## src/rtl/fact_pkg.sv

```systemverilog
`timescale 1ns/1ps
package fact_pkg;
  localparam int unsigned DATA_W = 32;
  localparam int unsigned ADDR_W = 8;

  localparam logic [ADDR_W-1:0] OFS_ID   = 8'h00;
  localparam logic [ADDR_W-1:0] OFS_SCR  = 8'h04;
  localparam logic [ADDR_W-1:0] OFS_FACT = 8'h08;
  localparam logic [ADDR_W-1:0] OFS_STAT = 8'h20;

  localparam logic [DATA_W-1:0] ID_WORD = 32'h010000ED;

  localparam int unsigned STAT_BUSY = 0;
  localparam int unsigned STAT_IEN  = 7;

  typedef enum logic [2:0] {
    SEL_ID,
    SEL_SCR,
    SEL_FACT,
    SEL_STAT,
    SEL_NONE
  } reg_sel_e;
endpackage

```

## src/rtl/fact_decode.sv

```systemverilog
`timescale 1ns/1ps
module fact_decode
  import fact_pkg::*;
#(
  parameter int unsigned AW = ADDR_W
) (
  input  logic [AW-1:0] addr,
  output reg_sel_e      sel
);
  always_comb begin
    unique case (addr)
      OFS_ID:   sel = SEL_ID;
      OFS_SCR:  sel = SEL_SCR;
      OFS_FACT: sel = SEL_FACT;
      OFS_STAT: sel = SEL_STAT;
      default:  sel = SEL_NONE;
    endcase
  end
endmodule

```

## src/rtl/fact_engine.sv

```systemverilog
`timescale 1ns/1ps
module fact_engine #(
  parameter int unsigned W = 32
) (
  input  logic         clk,
  input  logic         rst_n,
  input  logic         load,
  input  logic [W-1:0] operand,
  output logic         busy,
  output logic         finish,
  output logic [W-1:0] value
);
  localparam logic [W-1:0] ONE = W'(1);

  logic [W-1:0] prod_q;
  logic [W-1:0] down_q;
  logic         busy_q;
  logic         last_step;

  // down counter at 0 or 1: no further factor to apply
  assign last_step = (down_q[W-1:1] == '0);

  always_ff @(posedge clk) begin
    if (!rst_n) begin
      prod_q <= '0;
      down_q <= '0;
      busy_q <= 1'b0;
    end else if (load && !busy_q) begin
      prod_q <= ONE;
      down_q <= operand;
      busy_q <= 1'b1;
    end else if (busy_q) begin
      if (last_step) begin
        busy_q <= 1'b0;
      end else begin
        prod_q <= prod_q * down_q;
        down_q <= down_q - ONE;
      end
    end
  end

  assign busy   = busy_q;
  assign finish = busy_q && last_step;
  assign value  = prod_q;
endmodule

```

## src/rtl/fact_ctrl_regs.sv

```systemverilog
`timescale 1ns/1ps
module fact_ctrl_regs
  import fact_pkg::*;
#(
  parameter int unsigned W = DATA_W
) (
  input  logic         clk,
  input  logic         rst_n,
  input  logic         wr_fire,
  input  reg_sel_e     sel,
  input  logic [W-1:0] wdata,
  output logic [W-1:0] scratch,
  output logic         ien
);
  logic [W-1:0] scratch_q;
  logic         ien_q;

  always_ff @(posedge clk) begin
    if (!rst_n) begin
      scratch_q <= '0;
      ien_q     <= 1'b0;
    end else if (wr_fire) begin
      if (sel == SEL_SCR)  scratch_q <= ~wdata;
      if (sel == SEL_STAT) ien_q     <= wdata[STAT_IEN];
    end
  end

  assign scratch = scratch_q;
  assign ien     = ien_q;
endmodule

```

## src/rtl/fact_unit.sv

```systemverilog
`timescale 1ns/1ps
module fact_unit
  import fact_pkg::*;
#(
  parameter int unsigned DW = DATA_W,
  parameter int unsigned AW = ADDR_W
) (
  input  logic          clk,
  input  logic          rst_n,
  input  logic          req_valid,
  output logic          req_ready,
  input  logic          req_write,
  input  logic [AW-1:0] req_addr,
  input  logic [DW-1:0] req_wdata,
  output logic          rsp_valid,
  input  logic          rsp_ready,
  output logic [DW-1:0] rsp_rdata,
  output logic          irq_done
);
  reg_sel_e      sel;
  logic          req_fire, wr_fire, rd_fire;
  logic          busy, finish, ien;
  logic [DW-1:0] fact_word, scratch, stat_word, rd_mux;
  logic          rsp_valid_q, irq_q;
  logic [DW-1:0] rsp_data_q;

  assign req_ready = !rsp_valid_q || rsp_ready;
  assign req_fire  = req_valid && req_ready;
  assign wr_fire   = req_fire && req_write;
  assign rd_fire   = req_fire && !req_write;

  fact_decode #(.AW(AW)) u_dec (
    .addr (req_addr),
    .sel  (sel)
  );

  fact_engine #(.W(DW)) u_eng (
    .clk     (clk),
    .rst_n   (rst_n),
    .load    (wr_fire && (sel == SEL_FACT)),
    .operand (req_wdata),
    .busy    (busy),
    .finish  (finish),
    .value   (fact_word)
  );

  fact_ctrl_regs #(.W(DW)) u_regs (
    .clk     (clk),
    .rst_n   (rst_n),
    .wr_fire (wr_fire),
    .sel     (sel),
    .wdata   (req_wdata),
    .scratch (scratch),
    .ien     (ien)
  );

  always_comb begin
    stat_word            = '0;
    stat_word[STAT_BUSY] = busy;
    stat_word[STAT_IEN]  = ien;
  end

  always_comb begin
    unique case (sel)
      SEL_ID:   rd_mux = ID_WORD;
      SEL_SCR:  rd_mux = scratch;
      SEL_FACT: rd_mux = fact_word;
      SEL_STAT: rd_mux = stat_word;
      default:  rd_mux = '1;
    endcase
  end

  always_ff @(posedge clk) begin
    if (!rst_n) begin
      rsp_valid_q <= 1'b0;
      rsp_data_q  <= '0;
      irq_q       <= 1'b0;
    end else begin
      if (rd_fire) begin
        rsp_valid_q <= 1'b1;
        rsp_data_q  <= rd_mux;
      end else if (rsp_ready) begin
        rsp_valid_q <= 1'b0;
      end
      irq_q <= finish && ien;
    end
  end

  assign rsp_valid = rsp_valid_q;
  assign rsp_rdata = rsp_data_q;
  assign irq_done  = irq_q;
endmodule

```

## config.mk

```make
export PLATFORM = sky130hd
export DESIGN_NAME = fact_unit
export DESIGN_NICKNAME = d
export VERILOG_FILES = /design/src/rtl/fact_pkg.sv /design/src/rtl/fact_decode.sv /design/src/rtl/fact_engine.sv /design/src/rtl/fact_ctrl_regs.sv /design/src/rtl/fact_unit.sv
export SDC_FILE = /design/constraint.sdc
export NUM_CORES = 1
export LEC_CHECK = 0
export BUFFER_PORTS_ARGS = -buffer_cell sky130_fd_sc_hd__buf_2
export CORE_MARGIN = 2
export CORE_UTILIZATION = 52
export DETAILED_ROUTE_END_ITERATION = 10
export GPL_TIMING_DRIVEN = 1
export PLACE_DENSITY_LB_ADDON = 0.15
export SLEW_MARGIN = 20
export SYNTH_ARGS = -nofsm -noshare
export SYNTH_HDL_FRONTEND = slang
export SYNTH_SLANG_ARGS = --single-unit
```

## constraint.sdc

```tcl
create_clock -name clk -period 11.6 [get_ports clk]
set_clock_uncertainty 0.2 [all_clocks]
set_input_delay 2.32 -clock clk [delete_from_list [all_inputs] [get_ports clk]]
set_output_delay 2.32 -clock clk [all_outputs]
set_load 0.02 [all_outputs]
```

==> reports/qor.txt, run 1 <==
STATUS
------------------------------------------------------------------------------------
Run status                                                              finished, final reports clean

TIMING
------------------------------------------------------------------------------------
Unrepaired setup endpoints after global routing                                false
Final period util                                                              70.7%
Setup WS post-layout                                                         3.40 ns
Setup-violating endpoint count in the final report                                 0
Hold violation total from the final report                                         0
Fin Setup TNS                                                                   0 ns
Highest Clock Rate                                                           122 MHz
Final critical path time including I/O delays and setup                      8.20 ns
Max_slew headroom                                                              17.7%
Pins Over Slew Limit                                                               0
Tightest Pin Transition                                                      1.23 ns

WORST SETUP PATH
------------------------------------------------------------------------------------
Sequence of cells on the critical path                                  and2_1 -> fa_1 -> inv_1 -> fa_1 -> fa_1 -> fa_1 -> inv_1 -> fa_1 -> inv_1 -> fa_1 -> inv_1 -> fa_1 -> fa_1 -> ha_1 -> and3_1 -> and3_1 -> a21oi_1 -> nand3_1 -> or4_1 -> a21o_1 -> o311ai_0 -> nand3_1 -> a21oi_1
Critical Path Start Type                                                   flip-flop
Critical path's top delay family                                         adder cells
Crit path kind                                                          flip-flop to flip-flop
FF-to-FF setup slack                                                         3.40 ns
Crit Path Max Fanout                                                              22
Count of buffering cells on the critical path with inverters included              4
CP most frequent cell                                                   sky130_fd_sc_hd__fa_1
Cell with the biggest individual delay on the critical path             sky130_fd_sc_hd__dfxtp_1
CP Data Arrival Time                                                         8.39 ns
R2r startpoint                                                          u_eng.down_q[3]
R2R depth                                                                         23
Worst r2r dst                                                           u_eng.value[31]
Endpoint required time on the critical path                                 11.79 ns
CP Capture Type                                                            flip-flop
Worst stage delay on the critical path                                       1.15 ns

FLOORPLAN
------------------------------------------------------------------------------------
Die span in y                                                                 206 µm
Core Footprint                                                            0.0406 mm²
Number of standard-cell rows in the floorplan                                     74
Width of the chip                                                             206 µm
Total die area                                                            0.0426 mm²
Top-level port count                                                              80
Initial standard-cell utilization of the core                                  52.4%

SYNTH
------------------------------------------------------------------------------------
Post-synth top flop                                                     sky130_fd_sc_hd__dfxtp_1
Share of the yosys chip area belonging to registers                            12.4%
Number of enable flip-flop cells after synthesis                                   0
Distinct cells, synth                                                             70
Flip-flop and latch count after synthesis                                        132
Mapped Nets                                                                     3015
Largest cells by area after synthesis                                   sky130_fd_sc_hd__fa_1, sky130_fd_sc_hd__dfxtp_1, sky130_fd_sc_hd__and2_1
Area share of the largest cell type after synthesis                            38.3%
Yosys synthesis warning count                                                      0
Synth Instances                                                                 2438
Proportion of synthesized flip-flops having asynchronous set or reset             0%
Library cell with the largest summed area after synthesis               sky130_fd_sc_hd__fa_1
Average instance area after synthesis                                       8.74 µm²
Mapped Area                                                               0.0213 mm²

CELLS AND AREA
------------------------------------------------------------------------------------
Core Util, Final                                                               55.8%
Filler cell count                                                               3701
Number of nets in the finished design                                           2987
Area overhead of the layout relative to synthesis                              6.38%
Share of post-route cells with drive strength above 1                          7.47%
Antenna diode count                                                                0
Final instance count without filler cells                                       2955

ROUTE
------------------------------------------------------------------------------------
DR WL/cell                                                                   21.5 µm
DR DRC count                                                                       0
Via-per-instance ratio                                                          5.68
Iteration count of the initial detailed-routing pass                               5
Via total after detailed routing                                               16800
Number of nets with antenna violations after detailed routing                      0
DRC marker count from the first detailed-route iteration                        1206
Total wire length                                                            63.5 mm

POWER AND IR DROP
------------------------------------------------------------------------------------
Part of the total power dissipated in the clock network                        53.6%
Total Power Consumption                                                      1.12 mW
Total leakage power                                                          10.8 nW
PwrDens                                                                  49.6 mW/mm²
Cell-internal power                                                         0.824 mW
Switching power of the nets                                                 0.301 mW
Switching part of the total                                                    26.7%
Peak ir drop on the vdd network                                               119 µV
Seq pwr share                                                                  41.4%
Combinational cell fraction of total power                                      5.0%

CLOCK NETWORK
------------------------------------------------------------------------------------
Number of buffers created by CTS                                                  17
Sinks on Clock Net                                                               132
Clock Pin Slew Worst Setup and Hold Paths                                    0.09 ns
H-tree levels                                                                      4
Number of resized instances in the post-cts repair step                            0
CTS root buf                                                            sky130_fd_sc_hd__clkbuf_16
Later-pin clock latency in the skew report                                   0.49 ns
Hold-fix buffers, CTS                                                              0
Number of buffers on the longest clock path                                        2
Setup Fix Bufs, Post-CTS                                                           0
Clock tree from TritonCTS                                                       done

HOLD PATH
------------------------------------------------------------------------------------
Min-delay src                                                             u_regs.ien
Min-Delay Path Class                                                    flip-flop to flip-flop
Min-Delay Path Depth                                                               2
Worst min-delay path endpoint                                               irq_done

PLACED DESIGN
------------------------------------------------------------------------------------
Post-DP HPWL                                                                 46.8 mm
Port Buffers                                                                      79
Number of cells after detailed placement                                        2923
Global placement routability congestion                                        0.880
Pre-CTS setup slack                                                          3.46 ns

GLOBAL ROUTING
------------------------------------------------------------------------------------
Met2 track demand over resource                                                51.2%
Antenna violations before repair                                                   0
Largest net degree at the start of global routing                                 70
Number of global-route vias before repair                                      18000
Most Crowded Layer GR                                                           met2
Global Route Usage Sum                                                         32.0%
Global route overflow                                                              0
Fraction of met1 tracks used by global routing                                 42.8%
Wire length of the first global-routing pass                                  102 mm
Global routing met3 resource utilization                                       6.04%

JOB
------------------------------------------------------------------------------------
Number of max-cap violations                                                       0

==> logic make-up after synthesis <==
logic type / synth area share, %
adders and majority gates: 45.7
xor gates and xnor gates: 3.48
muxes: 0.0940
and+or+nand+nor: 19.3
AOI/OAI and AO/OA: 9.12
buffers and inverters: 9.97
DFF: 12.4
==> Yosys cell counts (7+ instances only) <==
master,instances
sky130_fd_sc_hd__fa_1,408
sky130_fd_sc_hd__nand2_1,403
sky130_fd_sc_hd__inv_1,397
sky130_fd_sc_hd__and2_1,278
sky130_fd_sc_hd__clkbuf_1,138
sky130_fd_sc_hd__dfxtp_1,132
sky130_fd_sc_hd__ha_1,124
sky130_fd_sc_hd__a21oi_1,86
sky130_fd_sc_hd__xnor2_1,62
sky130_fd_sc_hd__nor2_1,55
sky130_fd_sc_hd__o21ai_0,51
sky130_fd_sc_hd__a31oi_1,31
sky130_fd_sc_hd__nand3_1,21
sky130_fd_sc_hd__xor2_1,20
sky130_fd_sc_hd__a211oi_1,19
sky130_fd_sc_hd__o211a_1,18
sky130_fd_sc_hd__nor3_1,16
sky130_fd_sc_hd__o211ai_1,14
sky130_fd_sc_hd__a21o_1,13
sky130_fd_sc_hd__a21boi_0,11
sky130_fd_sc_hd__buf_1,11
sky130_fd_sc_hd__a221oi_1,9
sky130_fd_sc_hd__buf_2,8
sky130_fd_sc_hd__nor2b_1,7
sky130_fd_sc_hd__o311ai_0,7
==> cell type report <==
cell class	count	area [µm²]	area share (%)
Inverter	398	1490	6.59
Multi-Input combinational cell	1748	16600	73.2
Clock inverter	14	189	0.834
Tap cell	532	666	2.94
Clock buffer	18	429	1.89
Sequential cell	132	2650	11.7
Timing Repair Buffer	113	651	2.87
==> per-stage QoR <==
| stage | hold slack (ns) | cell area [µm²] |
|---|---|---|
| floorplan | 0.226 | 21300 |
| finish | 0.257 | 22700 |
| global route | 0.267 | 22700 |
| global placement | 0.248 | 22000 |
| CTS | 0.256 | 22700 |
| detailed placement | 0.265 | 22000 |
==> state kept, by name, summed over array words and instances, names as in the netlist <==
signal          count
irq_done            1
rsp_rdata          32
rsp_valid           1
u_eng.busy          1
u_eng.down_q       32
u_eng.value        32
u_regs.ien          1
u_regs.scratch     32
==> routing by layer <==
layer,wire length [µm],vias up
li1,-,7413
met1,26700,8530
met2,29300,720
met3,5170,125
met4,2350,0
met5,0,-
==> placed cells by master (no fill, tap or decap), types with 6 or more instances in the layout <==
cell type                   synthesis  routed
sky130_fd_sc_hd__inv_6              0       6
sky130_fd_sc_hd__nor2_1            55      54
sky130_fd_sc_hd__o21ai_0           51      51
sky130_fd_sc_hd__inv_1            397     397
sky130_fd_sc_hd__a21o_1            13      13
sky130_fd_sc_hd__xnor2_1           62      62
sky130_fd_sc_hd__o211a_1           18      18
sky130_fd_sc_hd__o311ai_0           7       7
sky130_fd_sc_hd__and2_1           278     278
sky130_fd_sc_hd__a21boi_0          11      11
sky130_fd_sc_hd__nor3_1            16      15
sky130_fd_sc_hd__nor2b_1            7       6
sky130_fd_sc_hd__nand2b_1           6       6
sky130_fd_sc_hd__clkbuf_16          0      17
sky130_fd_sc_hd__xor2_1            20      20
sky130_fd_sc_hd__a21oi_1           86      86
sky130_fd_sc_hd__dfxtp_1          132     127
sky130_fd_sc_hd__a211oi_1          19      19
sky130_fd_sc_hd__buf_2              8      79
sky130_fd_sc_hd__a221oi_1           9       9
sky130_fd_sc_hd__nand3_1           21      21
sky130_fd_sc_hd__nand2_1          403     402
sky130_fd_sc_hd__o211ai_1          14      14
sky130_fd_sc_hd__a31oi_1           31      31
sky130_fd_sc_hd__buf_4              1      34
sky130_fd_sc_hd__nor4_1             6       6
sky130_fd_sc_hd__ha_1             124     124
sky130_fd_sc_hd__fa_1             408     408
==> worst register-to-register path, delay by kind of cell, from the launching register on <==
family / cells / cell delay [ns]
simple gates: 6 / 1.49
compound gates: 4 / 0.81
fa+ha+maj: 9 / 4.21
flops: 1 / 1.15
buf+inv: 4 / 0.26
==> power groups by stage <==
stage	logic, mW	clock network [mW]	registers [mW]
after floorplan	0.0178	0	0.485
after global placement	0.0543	0	0.476
after detailed placement	0.0553	0	0.476
after CTS	0.0555	0.613	0.466
after global routing	0.0602	0.633	0.467
final	0.0558	0.603	0.466
==> how the worst max path moves through the flow <==
stage / to / slack (ns) / cells after the start / from
finish: u_eng.value[31] / 3.40 / 23 / u_eng.down_q[3]
global route: u_eng.value[31] / 3.01 / 24 / u_eng.down_q[9]
CTS: u_eng.value[31] / 3.42 / 24 / u_eng.value[10]
detailed placement: u_eng.value[31] / 3.46 / 24 / u_eng.value[10]
global placement: u_eng.value[31] / 3.53 / 24 / u_eng.value[10]
floorplan: u_eng.value[31] / 4.15 / 26 / u_eng.down_q[8]
(Power assumes the default switching activity.)
==> run 2: changes to the inputs <==
==> constraint.sdc (replaced) <==
create_clock -name clk -period 6.7 [get_ports clk]
set_clock_uncertainty 0.2 [all_clocks]
set_input_delay 1.34 -clock clk [delete_from_list [all_inputs] [get_ports clk]]
set_output_delay 1.34 -clock clk [all_outputs]
set_load 0.02 [all_outputs]
==> run 2 against run 1 <==
The run now ends with negative setup slack left. Global-route usage rose by 1.0 points. Critical path type unchanged. Final cell count rose by 7.1%. Highest routed layer unchanged. Critical path depth fell by 2. Sequential cell count did not move. Core utilization rose by 5.7 points. Critical endpoint unchanged. Register-to-register slack got worse by 3.8 ns.
==> reports/qor.txt, run 2 (synthesized netlist as in run 1, its figures left out) <==
CELLS AND AREA
-------------------------------------------------------------------------------------
Area overhead of the layout relative to synthesis                               17.3%
FF/Latch Area                                                             0.00270 mm²
Most frequent cells in the layout                                        sky130_fd_sc_hd__nand2_1, sky130_fd_sc_hd__fa_1, sky130_fd_sc_hd__inv_1
Area taken by multi-input logic gates                                      0.0170 mm²
Share of post-route cells with drive strength above 1                           18.1%
Most frequent standard cell in the layout excluding fill and tap cells   sky130_fd_sc_hd__nand2_1
Number of nets in the finished design                                            3197
Filler cell count                                                                3559
Antenna diode count                                                                 0
Core Util, Final                                                                61.5%

STATUS
-------------------------------------------------------------------------------------
Run status                                                               finished, violations left
Failing checks                                                           negative setup slack

GLOBAL ROUTING
-------------------------------------------------------------------------------------
Most Crowded Layer GR                                                            met2
Met2 track demand over resource                                                 52.7%
Global Route Usage Sum                                                          33.0%
Fraction of met1 tracks used by global routing                                  45.2%
Global routing met3 resource utilization                                        7.05%
Antenna violations before repair                                                    1
Global route overflow                                                               0
Number of global-route vias before repair                                       18600
Largest net degree at the start of global routing                                  69
Wire length of the first global-routing pass                                   105 mm

WORST SETUP PATH
-------------------------------------------------------------------------------------
Count of buffering cells on the critical path with inverters included               2
FF-to-FF setup slack                                                         -0.40 ns
Crit path kind                                                           flip-flop to flip-flop
CP Capture Type                                                             flip-flop
Worst stage delay on the critical path                                        0.57 ns
Worst setup startpoint                                                   u_eng.down_q[2]
Crit Path Max Fanout                                                               10
Critical path's top delay family                                          adder cells
R2r startpoint                                                           u_eng.down_q[2]
CP most frequent cell                                                    sky130_fd_sc_hd__fa_1
Cell with the biggest individual delay on the critical path              sky130_fd_sc_hd__fa_1
Sequence of cells on the critical path                                   and2_1 -> fa_1 -> inv_1 -> fa_1 -> fa_1 -> fa_1 -> inv_2 -> fa_1 -> fa_1 -> fa_1 -> fa_1 -> ha_4 -> and3_4 -> and3_4 -> a21oi_2 -> nand3_2 -> or4_4 -> a21o_1 -> o311ai_2 -> nand3_1 -> a21oi_2
Endpoint required time on the critical path                                   6.91 ns
CP Data Arrival Time                                                          7.31 ns
Critical Path Start Type                                                    flip-flop

FLOORPLAN
-------------------------------------------------------------------------------------
Initial standard-cell utilization of the core                                   52.4%
Top-level port count                                                               80
Width of the chip                                                              206 µm
Number of standard-cell rows in the floorplan                                      74
Core Footprint                                                             0.0406 mm²
Total die area                                                             0.0426 mm²
Die span in y                                                                  206 µm

CLOCK NETWORK
-------------------------------------------------------------------------------------
H-tree levels                                                                       4
Hold-fix buffers, CTS                                                               0
Number of buffers on the longest clock path                                         2
Number of buffers created by CTS                                                   17
Sinks on Clock Net                                                                132
CTS root buf                                                             sky130_fd_sc_hd__clkbuf_16
Clock Pin Slew Worst Setup and Hold Paths                                     0.08 ns
Later-pin clock latency in the skew report                                    0.47 ns
Clock tree from TritonCTS                                                        done

TIMING
-------------------------------------------------------------------------------------
Highest Clock Rate                                                            141 MHz
Worst hold margin                                                            0.272 ns
Setup WS post-layout                                                        -0.398 ns
Tightest Pin Transition                                                       1.08 ns
Pins Over Slew Limit                                                                0
Fin Setup TNS                                                                -1.93 ns
Final critical path time including I/O delays and setup                       7.10 ns
Hold violation total from the final report                                          0
Final period util                                                                106%
Setup-violating endpoint count in the final report                                 11
Unrepaired setup endpoints after global routing                                  true
Max_slew headroom                                                               27.1%

HOLD PATH
-------------------------------------------------------------------------------------
Min-delay src                                                              u_regs.ien
Min-Delay Path Class                                                     flip-flop to flip-flop

ROUTE
-------------------------------------------------------------------------------------
DRC marker count from the first detailed-route iteration                         1477
Iteration count of the initial detailed-routing pass                                5
Total wire length                                                             66.9 mm
Via total after detailed routing                                                17400
DR WL/cell                                                                    21.1 µm
Via-per-instance ratio                                                           5.50
DR DRC count                                                                        0
Number of nets with antenna violations after detailed routing                       0

POWER AND IR DROP
-------------------------------------------------------------------------------------
PwrDens                                                                   79.4 mW/mm²
Peak ir drop on the vdd network                                                207 µV
Total leakage power                                                           11.9 nW
Total Power Consumption                                                       1.98 mW

PLACED DESIGN
-------------------------------------------------------------------------------------
Port Buffers                                                                       79
Global placement routability congestion                                         0.946
Post-DP HPWL                                                                  54.4 mm
Pre-CTS setup slack                                                         -0.616 ns

JOB
-------------------------------------------------------------------------------------
Number of max-cap violations                                                        0

==> run 2: final timing paths <==
path | endpoint | cells after the start
worst max-delay path | u_eng.value[31] | 21
worst min register to register | irq_done | 2
worst min-delay path | irq_done | 2
worst max register to register | u_eng.value[31] | 21
==> run 2: repair_timing <==
action / 4_1_cts / 5_1_grt
gates resized for setup: 48 / 65
endpoints found under the setup margin: 17 / 17
pin swaps: 13 / 10
buffers inserted: 3 / 3
==> run 2: worst min-delay path, delay by kind of cell (launching register included) <==
family | cells | cell delay, ns
DFF | 1 | 0.33
and+or+nand+nor | 2 | 0.11
==> run 2: stage by stage <==
stage / cell area (µm²) / cells
3_5_place_dp: 23800 / 3127
5_1_grt: 25000 / 3165
3_3_place_gp: 23800 / 3127
6_report: 25000 / 3165
2_1_floorplan: 21700 / 2438
4_1_cts: 24700 / 3162
==> run 2: power breakdown <==
part	switching [mW]	internal, mW	leakage (nW)
sequential	0.00764	0.796	1.09
clock	0.446	0.636	0.313
combinational	0.0679	0.0321	10.5
total	0.521	1.46	11.9
==> run 2: final cells by class <==
cell class | instances | share of cell area [%]
multi-input combinational | 1748 | 68.2
sequential | 132 | 10.8
timing repair buffer | 323 | 9.82
inverter | 398 | 5.98
tap | 532 | 2.66
clock buffer | 17 | 1.70
clock inverter | 15 | 0.881
==> run 2: routing by layer <==
metal	vias up	routed length, µm
li1	7849	-
met1	8747	28400
met2	706	30900
met3	117	5490
met4	0	2040
met5	-	0
==> run 3: changes to the inputs <==
--- a/config.mk
+++ b/config.mk
@@ -5,10 +5,11 @@
 export SDC_FILE = /design/constraint.sdc
 export NUM_CORES = 1
 export LEC_CHECK = 0
-export BUFFER_PORTS_ARGS = -buffer_cell sky130_fd_sc_hd__buf_2
+export CAP_MARGIN = 10
 export CORE_MARGIN = 2
 export CORE_UTILIZATION = 52
 export DETAILED_ROUTE_END_ITERATION = 10
+export DONT_BUFFER_PORTS = 1
 export GPL_TIMING_DRIVEN = 1
 export PLACE_DENSITY_LB_ADDON = 0.15
 export SLEW_MARGIN = 20
==> run 3 against run 2 <==
The run still ends with negative setup slack left. Core utilization rose by 0.48 points. Wire length decreased by 2.3%. Power decreased by 9.2%. Cell area rose by 0.79%. Worst setup slack got worse by 0.13 ns. Non-clock buffer count is 26 lower. Count of clock-buffer cells in the layout up 1. Final cell count down 0.82%. Sequential share of layout area about the same. Critical path type unchanged.
==> reports/qor.txt, run 3 (synthesized netlist as in run 1, its figures left out) <==
STATUS
-------------------------------------------------------------------------------------
Run status                                                               finished, violations left
Failing checks                                                           negative setup slack

CELLS AND AREA
-------------------------------------------------------------------------------------
Most frequent standard cell in the layout excluding fill and tap cells   sky130_fd_sc_hd__nand2_1
Number of nets in the finished design                                            3171
Antenna diode count                                                                 0
Area overhead of the layout relative to synthesis                               18.2%
Filler cell count                                                                3459
Share of post-route cells with drive strength above 1                           18.6%
Area taken by multi-input logic gates                                      0.0171 mm²
FF/Latch Area                                                             0.00272 mm²
Most frequent cells in the layout                                        sky130_fd_sc_hd__nand2_1, sky130_fd_sc_hd__fa_1, sky130_fd_sc_hd__inv_1

ROUTE
-------------------------------------------------------------------------------------
Via-per-instance ratio                                                           5.56
DR WL met2                                                                    31.5 mm
M1 WL                                                                         26.8 mm
DR WL/cell                                                                    20.8 µm
Highest metal used                                                               met4
Met3 routed wirelength                                                        4.93 mm
Iteration count of the initial detailed-routing pass                                5
Via total after detailed routing                                                17500
Total wire length                                                             65.3 mm
DR DRC count                                                                        0
DRC marker count from the first detailed-route iteration                         1209
Number of nets with antenna violations after detailed routing                       0

CLOCK NETWORK
-------------------------------------------------------------------------------------
Later-pin clock latency in the skew report                                    0.45 ns
CTS root buf                                                             sky130_fd_sc_hd__clkbuf_16
Sinks on Clock Net                                                                132
Number of buffers on the longest clock path                                         2
H-tree levels                                                                       4
Clock tree from TritonCTS                                                        done
Number of buffers created by CTS                                                   17
Hold-fix buffers, CTS                                                               0
Clock Pin Slew Worst Setup and Hold Paths                                     0.08 ns

HOLD PATH
-------------------------------------------------------------------------------------
Min-Delay Path Depth                                                                2
Min-Delay Path Class                                                     flip-flop to flip-flop
Worst min-delay path endpoint                                            rsp_rdata[31]
Min-delay src                                                            u_regs.scratch[31]

GLOBAL ROUTING
-------------------------------------------------------------------------------------
Global route overflow                                                               0
Wire length of the first global-routing pass                                   103 mm
Antenna violations before repair                                                    0
Number of global-route vias before repair                                       18600
Largest net degree at the start of global routing                                  70
Global Route Usage Sum                                                          32.2%

POWER AND IR DROP
-------------------------------------------------------------------------------------
Peak ir drop on the vdd network                                                242 µV
Total leakage power                                                           11.9 nW
PwrDens                                                                   71.6 mW/mm²

WORST SETUP PATH
-------------------------------------------------------------------------------------
Worst r2r dst                                                            u_eng.value[31]
R2R depth                                                                          24
Endpoint required time on the critical path                                   6.87 ns
Crit Path Max Fanout                                                                4
R2r startpoint                                                           u_eng.value[8]
CP Capture Type                                                             flip-flop
Crit path kind                                                           flip-flop to flip-flop
FF-to-FF setup slack                                                         -0.53 ns
CP Data Arrival Time                                                          7.40 ns
Critical Path Start Type                                                    flip-flop

TIMING
-------------------------------------------------------------------------------------
Unrepaired setup endpoints after global routing                                  true
Highest Clock Rate                                                            138 MHz
Hold violation total from the final report                                          0
Final period util                                                                108%
Setup WS post-layout                                                        -0.531 ns
Final critical path time including I/O delays and setup                       7.23 ns
Pins Over Slew Limit                                                                0
Worst hold margin                                                            0.268 ns
Tightest Pin Transition                                                       1.00 ns
Max_slew headroom                                                               32.7%
Fin Setup TNS                                                                -2.07 ns
Setup-violating endpoint count in the final report                                 11

JOB
-------------------------------------------------------------------------------------
Number of max-cap violations                                                        0

PLACED DESIGN
-------------------------------------------------------------------------------------
Port Buffers                                                                        0
Post-DP HPWL                                                                  53.6 mm
Global placement routability congestion                                         0.956

FLOORPLAN
-------------------------------------------------------------------------------------
Width of the chip                                                              206 µm
Die span in y                                                                  206 µm
Core Footprint                                                             0.0406 mm²
Initial standard-cell utilization of the core                                   52.4%
Total die area                                                             0.0426 mm²
Number of standard-cell rows in the floorplan                                      74
Top-level port count                                                               80

## run 3: cell types whose count changed in the layout (fill, tap and decap cells not counted), sizes merged
| cell | delta |
|---|---|
| clkinvlp | +3 |
| buf | -27 |
| inv | +2 |
| clkinv | -3 |
| bufinv | -3 |
| clkbuf | +2 |
## run 3: power breakdown
part	switching, mW	internal, mW
registers	0.0287	0.793
logic	0.0244	0.0131
clock network	0.422	0.522
## run 3: worst max path at each step
stage                           from  cells past startpoint              end
finish                u_eng.value[8]                     24  u_eng.value[31]
global route        u_eng.down_q[16]                     24  u_eng.value[31]
CTS                  u_eng.value[11]                     24  u_eng.value[31]
detailed placement   u_eng.down_q[3]                     21  u_eng.value[31]
global placement    u_eng.down_q[11]                     24  u_eng.value[31]
floorplan            u_eng.down_q[2]                     23  u_eng.value[31]
## run 3: area by class of cell
type | instances | share of cell area, %
Clock buffer | 18 | 1.70
Clock inverter | 14 | 0.561
Inverter | 398 | 5.93
Multi-Input combinational cell | 1748 | 68.0
Sequential cell | 132 | 10.8
Tap cell | 532 | 2.64
Timing Repair Buffer | 297 | 10.4
## run 3: critical path, stage by stage (launching register included)
cell	delay (ns)
sky130_fd_sc_hd__dfxtp_4	0.37
sky130_fd_sc_hd__buf_6	0.12
sky130_fd_sc_hd__and2_4	0.13
sky130_fd_sc_hd__fa_2	0.36
sky130_fd_sc_hd__fa_1	0.57
sky130_fd_sc_hd__inv_2	0.05
sky130_fd_sc_hd__fa_1	0.54
sky130_fd_sc_hd__inv_1	0.05
sky130_fd_sc_hd__fa_1	0.50
sky130_fd_sc_hd__inv_2	0.04
sky130_fd_sc_hd__fa_1	0.50
sky130_fd_sc_hd__inv_2	0.05
sky130_fd_sc_hd__fa_1	0.53
sky130_fd_sc_hd__fa_1	0.45
sky130_fd_sc_hd__fa_2	0.60
sky130_fd_sc_hd__ha_4	0.22
sky130_fd_sc_hd__and4_4	0.15
sky130_fd_sc_hd__and3_4	0.20
sky130_fd_sc_hd__a21oi_2	0.14
sky130_fd_sc_hd__nand3_2	0.14
sky130_fd_sc_hd__or4_4	0.53
sky130_fd_sc_hd__a21o_1	0.19
sky130_fd_sc_hd__o311ai_1	0.24
sky130_fd_sc_hd__nand3_1	0.12
sky130_fd_sc_hd__a21oi_1	0.17
## run 3: repair_timing
item / 4_1_cts / 5_1_grt
endpoints found under the setup margin: 15 / 17
cloned: 0 / 1
gates resized for setup: 111 / 73
pin swaps: 50 / 51
buffers inserted: 31 / 15
## run 3: through the flow
step / setup slack, ns / instances / power (mW) / area, µm² / util, %
2_1_floorplan: -0.262 / 2438 / 0.871 / 21700 / -
3_3_place_gp: -0.606 / 3061 / 0.880 / 23600 / 58.0
3_5_place_dp: -0.737 / 3061 / 0.882 / 23600 / 58.1
4_1_cts: -0.529 / 3123 / 1.81 / 24800 / 61.0
5_1_grt: -0.684 / 3139 / 1.84 / 25200 / 62.0
6_report: -0.531 / 3139 / 1.80 / 25200 / 62.0
## run 3: per-layer routing
| metal | global-route usage [%] | up-vias |
|---|---|---|
| met5 | 0 | - |
| li1 | - | 7802 |
| met4 | 10.7 | 0 |
| met2 | 53.4 | 684 |
| met1 | 43.0 | 8854 |
| met3 | 5.46 | 122 |
